$ cat config.mk
export PLATFORM = sky130hd
export DESIGN_NAME = sg_table_walker
export DESIGN_NICKNAME = d
export VERILOG_FILES = /design/src/rtl/sgw_pkg.sv /design/src/rtl/sgw_desc_decode.sv /design/src/rtl/sgw_region.sv /design/src/rtl/sgw_burst_sel.sv /design/src/rtl/sg_table_walker.sv
export SDC_FILE = /design/constraint.sdc
export NUM_CORES = 1
export LEC_CHECK = 0
export ABC_AREA = 0
export BUFFER_PORTS_ARGS = -buffer_cell sky130_fd_sc_hd__buf_2
export CAP_MARGIN = 15
export CORE_ASPECT_RATIO = 0.9
export CORE_MARGIN = 5
export CORE_UTILIZATION = 40
export DETAILED_ROUTE_END_ITERATION = 6
export GPL_ROUTABILITY_DRIVEN = 0
export SETUP_SLACK_MARGIN = 0.05
export SLEW_MARGIN = 20
export SYNTH_ARGS = -nofsm -noshare
export SYNTH_HDL_FRONTEND = slang
export SYNTH_SLANG_ARGS = --single-unit
$ cat constraint.sdc
create_clock -name clk_i -period 11.4 [get_ports clk_i]
set_input_delay 0.57 -clock clk_i [delete_from_list [all_inputs] [get_ports clk_i]]
set_output_delay 0.57 -clock clk_i [all_outputs]
set_load 0.02 [all_outputs]
$ cat src/rtl/sgw_pkg.sv
package sgw_pkg;
  localparam int DESC_BYTES = 8;
  localparam int CNT_BITS   = 16;
  localparam int DESC_W     = 64;

  typedef enum logic [2:0] {
    S_IDLE, S_CHECK, S_FREQ, S_FWAIT, S_XFER
  } sgw_state_e;

  typedef enum logic [1:0] {
    CPL_NONE = 2'd0,
    CPL_OK   = 2'd1,
    CPL_EXH  = 2'd2
  } sgw_cpl_e;
endpackage

$ cat src/rtl/sgw_desc_decode.sv
module sgw_desc_decode
  import sgw_pkg::*;
#(
  parameter int ADDR_W = 32,
  parameter int LEN_W  = CNT_BITS + 1
) (
  input  logic [DESC_W-1:0] desc_i,
  output logic [ADDR_W-1:0] addr_o,
  output logic [LEN_W-1:0]  len_o,
  output logic              last_o
);
  logic [CNT_BITS-1:0] cnt_m;

  // bit 0 of the count is never honoured
  assign cnt_m  = {desc_i[33 +: CNT_BITS-1], 1'b0};
  assign addr_o = desc_i[ADDR_W-1:0];
  assign len_o  = (cnt_m == '0) ? (LEN_W'(1) << CNT_BITS) : LEN_W'(cnt_m);
  assign last_o = desc_i[DESC_W-1];
endmodule

$ cat src/rtl/sgw_region.sv
module sgw_region #(
  parameter int ADDR_W = 32,
  parameter int LEN_W  = 17
) (
  input  logic              clk_i,
  input  logic              rst_ni,
  input  logic              clear_i,
  input  logic              load_i,
  input  logic [ADDR_W-1:0] load_addr_i,
  input  logic [LEN_W-1:0]  load_len_i,
  input  logic              load_last_i,
  input  logic              take_i,
  input  logic [LEN_W-1:0]  take_amt_i,
  output logic [ADDR_W-1:0] addr_o,
  output logic [LEN_W-1:0]  len_o,
  output logic              last_o
);
  logic [ADDR_W-1:0] addr_q;
  logic [LEN_W-1:0]  len_q;
  logic              last_q;

  always_ff @(posedge clk_i or negedge rst_ni) begin
    if (!rst_ni) begin
      addr_q <= '0;
      len_q  <= '0;
      last_q <= 1'b0;
    end else if (clear_i) begin
      addr_q <= '0;
      len_q  <= '0;
      last_q <= 1'b0;
    end else if (load_i) begin
      addr_q <= load_addr_i;
      len_q  <= load_len_i;
      last_q <= load_last_i;
    end else if (take_i) begin
      addr_q <= addr_q + ADDR_W'(take_amt_i);
      len_q  <= len_q - take_amt_i;
    end
  end

  assign addr_o = addr_q;
  assign len_o  = len_q;
  assign last_o = last_q;


  take_fits_chk: assert property (@(posedge clk_i) disable iff (!rst_ni)
    take_i |-> (take_amt_i != '0) && (take_amt_i <= len_q));

  load_nonzero_chk: assert property (@(posedge clk_i) disable iff (!rst_ni)
    load_i |-> load_len_i != '0);
endmodule

$ cat src/rtl/sgw_burst_sel.sv
module sgw_burst_sel #(
  parameter int BUF_W     = 17,
  parameter int LEN_W     = 17,
  parameter int BURST_MAX = 16,
  parameter int BURST_W   = 5
) (
  input  logic [BUF_W-1:0]   buf_left_i,
  input  logic [LEN_W-1:0]   reg_left_i,
  output logic [BURST_W-1:0] n_o
);
  localparam int MW = (BUF_W > LEN_W) ? BUF_W : LEN_W;

  logic [MW-1:0] b, r, cap, m1, m2;

  always_comb begin
    b   = MW'(buf_left_i);
    r   = MW'(reg_left_i);
    cap = MW'(BURST_MAX);
    m1  = (b < r) ? b : r;
    m2  = (m1 < cap) ? m1 : cap;
    n_o = BURST_W'(m2);
  end
endmodule

$ cat src/rtl/sg_table_walker.sv
module sg_table_walker
  import sgw_pkg::*;
#(
  parameter int ADDR_W     = 32,
  parameter int BUF_W      = 17,
  parameter int BURST_MAX  = 16,
  parameter int PAGE_BYTES = 4096,
  localparam int LEN_W     = CNT_BITS + 1,
  localparam int BURST_W   = $clog2(BURST_MAX + 1)
) (
  input  logic               clk_i,
  input  logic               rst_ni,
  input  logic [ADDR_W-1:0]  table_base_i,
  input  logic               rewind_i,
  input  logic               fresh_i,
  input  logic               go_i,
  input  logic               dir_i,
  input  logic [BUF_W-1:0]   buf_len_i,
  output logic               busy_o,
  output logic               done_o,
  output logic [1:0]         status_o,
  output logic               dreq_valid_o,
  input  logic               dreq_ready_i,
  output logic [ADDR_W-1:0]  dreq_addr_o,
  input  logic               drsp_valid_i,
  input  logic [DESC_W-1:0]  drsp_data_i,
  output logic               mem_valid_o,
  input  logic               mem_ready_i,
  output logic               mem_we_o,
  output logic [ADDR_W-1:0]  mem_addr_o,
  output logic [BURST_W-1:0] mem_len_o,
  output logic [BUF_W-1:0]   buf_off_o
);
  sgw_state_e        state_q;
  sgw_cpl_e          status_q;
  logic [ADDR_W-1:0] base_q, ptr_q, walked;
  logic [BUF_W-1:0]  buf_left_q, buf_off_q;
  logic              dir_q, done_q;

  logic [ADDR_W-1:0] dec_addr, reg_addr;
  logic [LEN_W-1:0]  dec_len, reg_len;
  logic              dec_last, reg_last;
  logic [BURST_W-1:0] n_cur;
  logic              reg_clear, reg_load, reg_take, walk_end;

  sgw_desc_decode #(.ADDR_W(ADDR_W), .LEN_W(LEN_W)) u_dec (
    .desc_i (drsp_data_i),
    .addr_o (dec_addr),
    .len_o  (dec_len),
    .last_o (dec_last)
  );

  assign reg_clear = (state_q == S_IDLE) && fresh_i;
  assign reg_load  = (state_q == S_FWAIT) && drsp_valid_i;
  assign reg_take  = (state_q == S_XFER) && mem_ready_i;

  sgw_region #(.ADDR_W(ADDR_W), .LEN_W(LEN_W)) u_reg (
    .clk_i       (clk_i),
    .rst_ni      (rst_ni),
    .clear_i     (reg_clear),
    .load_i      (reg_load),
    .load_addr_i (dec_addr),
    .load_len_i  (dec_len),
    .load_last_i (dec_last),
    .take_i      (reg_take),
    .take_amt_i  (LEN_W'(n_cur)),
    .addr_o      (reg_addr),
    .len_o       (reg_len),
    .last_o      (reg_last)
  );

  sgw_burst_sel #(
    .BUF_W(BUF_W), .LEN_W(LEN_W), .BURST_MAX(BURST_MAX), .BURST_W(BURST_W)
  ) u_sel (
    .buf_left_i (buf_left_q),
    .reg_left_i (reg_len),
    .n_o        (n_cur)
  );

  assign walked   = ptr_q - base_q;
  // page fail-safe or flagged end stops the walk
  assign walk_end = reg_last || (walked >= ADDR_W'(PAGE_BYTES));

  always_ff @(posedge clk_i or negedge rst_ni) begin
    if (!rst_ni) begin
      state_q    <= S_IDLE;
      status_q   <= CPL_NONE;
      base_q     <= '0;
      ptr_q      <= '0;
      buf_left_q <= '0;
      buf_off_q  <= '0;
      dir_q      <= 1'b0;
      done_q     <= 1'b0;
    end else begin
      done_q <= 1'b0;
      unique case (state_q)
        S_IDLE: begin
          if (rewind_i) begin
            base_q <= table_base_i;
            ptr_q  <= table_base_i;
          end
          if (go_i) begin
            buf_left_q <= buf_len_i;
            buf_off_q  <= '0;
            dir_q      <= dir_i;
            state_q    <= S_CHECK;
          end
        end
        S_CHECK: begin
          if (buf_left_q == '0) begin
            done_q   <= 1'b1;
            status_q <= CPL_OK;
            state_q  <= S_IDLE;
          end else if (reg_len == '0) begin
            if (walk_end) begin
              done_q   <= 1'b1;
              status_q <= CPL_EXH;
              state_q  <= S_IDLE;
            end else begin
              state_q <= S_FREQ;
            end
          end else begin
            state_q <= S_XFER;
          end
        end
        S_FREQ: begin
          if (dreq_ready_i) begin
            ptr_q   <= ptr_q + ADDR_W'(DESC_BYTES);
            state_q <= S_FWAIT;
          end
        end
        S_FWAIT: begin
          if (drsp_valid_i) state_q <= S_CHECK;
        end
        S_XFER: begin
          if (mem_ready_i) begin
            buf_left_q <= buf_left_q - BUF_W'(n_cur);
            buf_off_q  <= buf_off_q + BUF_W'(n_cur);
            state_q    <= S_CHECK;
          end
        end
        default: state_q <= S_IDLE;
      endcase
    end
  end

  assign busy_o       = (state_q != S_IDLE);
  assign done_o       = done_q;
  assign status_o     = status_q;
  assign dreq_valid_o = (state_q == S_FREQ);
  assign dreq_addr_o  = ptr_q;
  assign mem_valid_o  = (state_q == S_XFER);
  assign mem_we_o     = dir_q;
  assign mem_addr_o   = reg_addr;
  assign mem_len_o    = n_cur;
  assign buf_off_o    = buf_off_q;


  dreq_hold_chk: assert property (@(posedge clk_i) disable iff (!rst_ni)
    dreq_valid_o && !dreq_ready_i |=> dreq_valid_o && $stable(dreq_addr_o));

  walk_bound_chk: assert property (@(posedge clk_i) disable iff (!rst_ni)
    dreq_valid_o |-> (dreq_addr_o - base_q) < ADDR_W'(PAGE_BYTES));

  burst_size_chk: assert property (@(posedge clk_i) disable iff (!rst_ni)
    mem_valid_o |-> (mem_len_o != '0) && (mem_len_o <= BURST_W'(BURST_MAX)));

  burst_hold_chk: assert property (@(posedge clk_i) disable iff (!rst_ni)
    mem_valid_o && !mem_ready_i |=> mem_valid_o && $stable(mem_addr_o) && $stable(mem_len_o));

  port_excl_chk: assert property (@(posedge clk_i) disable iff (!rst_ni)
    !(dreq_valid_o && mem_valid_o));

  done_pulse_chk: assert property (@(posedge clk_i) disable iff (!rst_ni)
    done_o |=> !done_o);

  done_code_chk: assert property (@(posedge clk_i) disable iff (!rst_ni)
    done_o |-> (status_o == CPL_OK) || (status_o == CPL_EXH));
endmodule

==> impl_metrics.yaml <==
die:
  ioPinCount: 215
  start_util_pct: 40.6
  die_x_um: 185
  core_mm2: 0.0270
  rows: 57
  die_area_mm2: 0.0309
  fp.dieH_um: 167
layout:
  final_util_pct: 47.5
  nets: 1706
  fin_cells: 1878
  fillCellCount: 2719
  drive_above_1_share_pct: 17.7
  multi_input_area_mm2: 0.00658
  design_area_mm2: 0.0128
  n_antenna_cell: 0
  syn_to_final_growth_pct: 17.0
  regArea_mm2: 0.00388
setup_path:
  crit_fanout: 9
  cp.required_ns: 11.72
  max_stage_delay_ns: 0.71
  path_class: "register to register"
  path_cells: "inv_1, ha_1, a21o_1, a21o_1, a21o_1, a21oi_1, o211ai_1, a31oi_1, o31ai_4, mux2i_1, ha_1, inv_1, fa_1, nand2_1, nand2_1, a21oi_1, o211ai_1, or3_1, o41ai_1, o21ai_0, a221oi_1"
  crit_end: "u_reg.len_o[16]$_DFFE_PN0P_"
  r2r_start: "u_reg.len_o[1]$_DFFE_PN0P_"
  cp-startpoint: "u_reg.len_o[1]$_DFFE_PN0P_"
  r2r_setup_slack_ns: 5.93
  crit_slowest_cell: "mux2i_1"
  rr_worst_depth: 21
  rr_endpoint: "u_reg.len_o[16]$_DFFE_PN0P_"
  worst_setup_path_end_kind: "register"
  cpMostUsedCell: "a21o_1"
  cp-start-kind: "register"
  arrival_ns: 5.79
flow_run:
  max_cap_viol_count: 0
timing:
  worst_pin_slew_ns: 1.05
  fmax_ghz: 0.183
  finalSetupTns_ns: 0
  slew_violations: 0
  clock_skew_ns: 0.0142
  slew_headroom_pct: 29.7
  timing.final.crit_share_pct: 48.0
  finalSetupViolations: 0
  min_period_ns: 5.47
  rsz0062_at_grt: "false"
  hold_violations: 0
pwr:
  p_sw_share_pct: 49.8
  intPower_w: 0.00185
  peakVddDrop_v: 0.000120
  combPwrFrac_pct: 59.0
  clkPwrFrac_pct: 15.9
  pwr_density_cell_mw_per_mm2: 287
  seqPwrFrac_pct: 25.2
  p_sw_w: 0.00184
  leakage_nw: 5.98
placed_design:
  io_buffers: 198
  place_area_mm2: 0.0123
  dpl.hpwl_um: 24700
  dp.cells: 1846
clocking:
  clock_path_buffers: 2
  cts_hold_buf: 0
  cts_max_level: 4
  cts_resized: 0
  clk_latency_ns: 0.43
  post_cts_buffers: 0
  cts_buffers: 17
  cts_sinks: 155
  root_buffer: "clkbuf_16"
  cts_tree: "yes"
  cts.clk_slew.worst_paths_ns: 0.07
routing:
  viasPerCell: 5.61
  wl_per_cell_um: 17.8
  drt_iter0_drc: 694
  first_pass_iters: 5
  drtAntennaViolNets: 0
  vias: 10500
  wirelength_um: 33500
  drcViolationCount: 0
global_routing:
  antenna_found_initial: 1
  grt_pass1_wl_um: 54800
  overflow: 0
  gr-usage-all-layers_pct: 21.6
  grt_pass1_vias: 10200
  grt_max_degree: 87
synth:
  synthArstFlopShare_pct: 100
  synthFlopType: "dfrtp_1"
  synth-seq-cells: 155
  synth_area_mm2: 0.0110
  ys_warn_count: 0
  synth_area_per_cell_um2: 8.16
  synthTopCellsByArea: "dfrtp_1 (35%), ha_1 (7.7%), nand2_1 (6.2%)"
  seq_area_frac_synth_pct: 35.3
  synth_top_area_share_pct: 35.3
  synth_most_common_cell: "nand2_1"
  yosysTopAreaCell: "dfrtp_1"
  synth_edf_count: 0
  syn_inst: 1345
  ys_types: 82
  synth_common_cells: "nand2_1 (181), dfrtp_1 (155), nor2_1 (124)"
  syn_nets: 1540
hold_path:
  hp-class: "input pin to async pin"
run_status:
  outcome: "finished clean"
[cell type report]
cell class                      count  share of cell area [%]
Clock buffer                       19                    3.53
Sequential cell                   155                    30.2
Multi-Input combinational cell   1053                    51.2
Timing Repair Buffer              207                    8.29
Tap cell                          354                    3.45
Inverter                           77                    2.25
Clock inverter                     13                    1.04
[sequential cells by signal, summed over array words and instances (netlist names)]
register      cells
mem_we_o          1
buf_left_q       17
status_o          2
base_q           32
u_reg.addr_o     32
u_reg.last_o      1
state_q           3
u_reg.len_o      17
dreq_addr_o      32
done_o            1
buf_off_o        17
[cell usage in the layout, fill, tap and decap left out, types with 5 or more instances in the layout]
cell type / count
inv_1: 76
a31oi_1: 7
dfrtp_1: 155
nor2b_1: 14
nor4_1: 16
nand2b_1: 10
o31ai_1: 7
o21ai_0: 110
fa_1: 5
a21oi_1: 103
and3_1: 24
xor2_1: 26
nor2_1: 124
a21oi_2: 6
or3_1: 11
o21ai_1: 8
buf_2: 197
ha_1: 68
mux2i_1: 15
o211ai_1: 11
a21o_1: 19
clkbuf_16: 17
and2_1: 8
o21a_1: 7
nor3_1: 28
xnor2_1: 27
a211oi_1: 27
a32oi_1: 16
o22ai_1: 16
nand2_1: 181
nand3_1: 53
nand4_1: 22
buf_4: 9
[worst max-delay path: cells and delay by family, from the launching register on]
kind / cells / cell delay (ns)
AND/OR/NAND/NOR: 3 / 0.58
flip-flops: 1 / 0.45
AO/OA/AOI/OAI: 12 / 2.48
buffers and inverters: 2 / 0.16
multiplexers: 1 / 0.71
adder cells (fa/ha/maj): 3 / 0.97
[power by group through the flow]
stage                     clock network, W  registers (W)  logic, W
final                             0.000585       0.000928   0.00218
after global placement                   0       0.000929   0.00212
after CTS                         0.000600       0.000925   0.00216
after global routing              0.000619       0.000962   0.00244
after floorplan                          0       0.000951   0.00156
after detailed placement                 0       0.000935   0.00215
[cells by family after synthesis]
group,Yosys count,synth area share (%)
AND/OR/NAND/NOR,520,22.3
adder cells (fa/ha/maj),73,8.66
flip-flops,155,35.3
AO/OA/AOI/OAI,386,22.6
buffers and inverters,137,4.82
multiplexers,20,1.91
XOR/XNOR,54,4.38
[layer usage]
| metal | GRT usage, % | routed length [um] |
|---|---|---|
| met1 | 32.1 | 16300 |
| met5 | 0 | 13 |
| met2 | 31.5 | 14300 |
| met4 | 4.88 | 401 |
| met3 | 5.64 | 2420 |
[how the worst min path moves through the flow]
stage | depth (start not counted) | slack, ns | end | startpoint
after global routing | 1 | 0.27 | dreq_addr_o[10]$_DFFE_PN0P_ | rst_ni
after floorplan | 0 | 0.27 | base_q[0]$_DFFE_PN0P_ | rst_ni
after global placement | 2 | 0.46 | mem_we_o$_DFFE_PN0P_ | mem_we_o$_DFFE_PN0P_
after CTS | 1 | 0.23 | dreq_addr_o[11]$_DFFE_PN0P_ | rst_ni
after detailed placement | 2 | 0.46 | mem_we_o$_DFFE_PN0P_ | mem_we_o$_DFFE_PN0P_
final | 1 | 0.20 | dreq_addr_o[11]$_DFFE_PN0P_ | rst_ni
[per-stage QoR]
step	hold slack, ns	total power (W)	setup WS [ns]
finish	0.200	0.00369	5.93
global route	0.266	0.00402	5.60
CTS	0.231	0.00369	5.98
detailed placement	0.464	0.00308	5.98
global placement	0.456	0.00305	6.17
floorplan	0.274	0.00251	6.63
No activity file was read; power rests on OpenSTA's default activity.
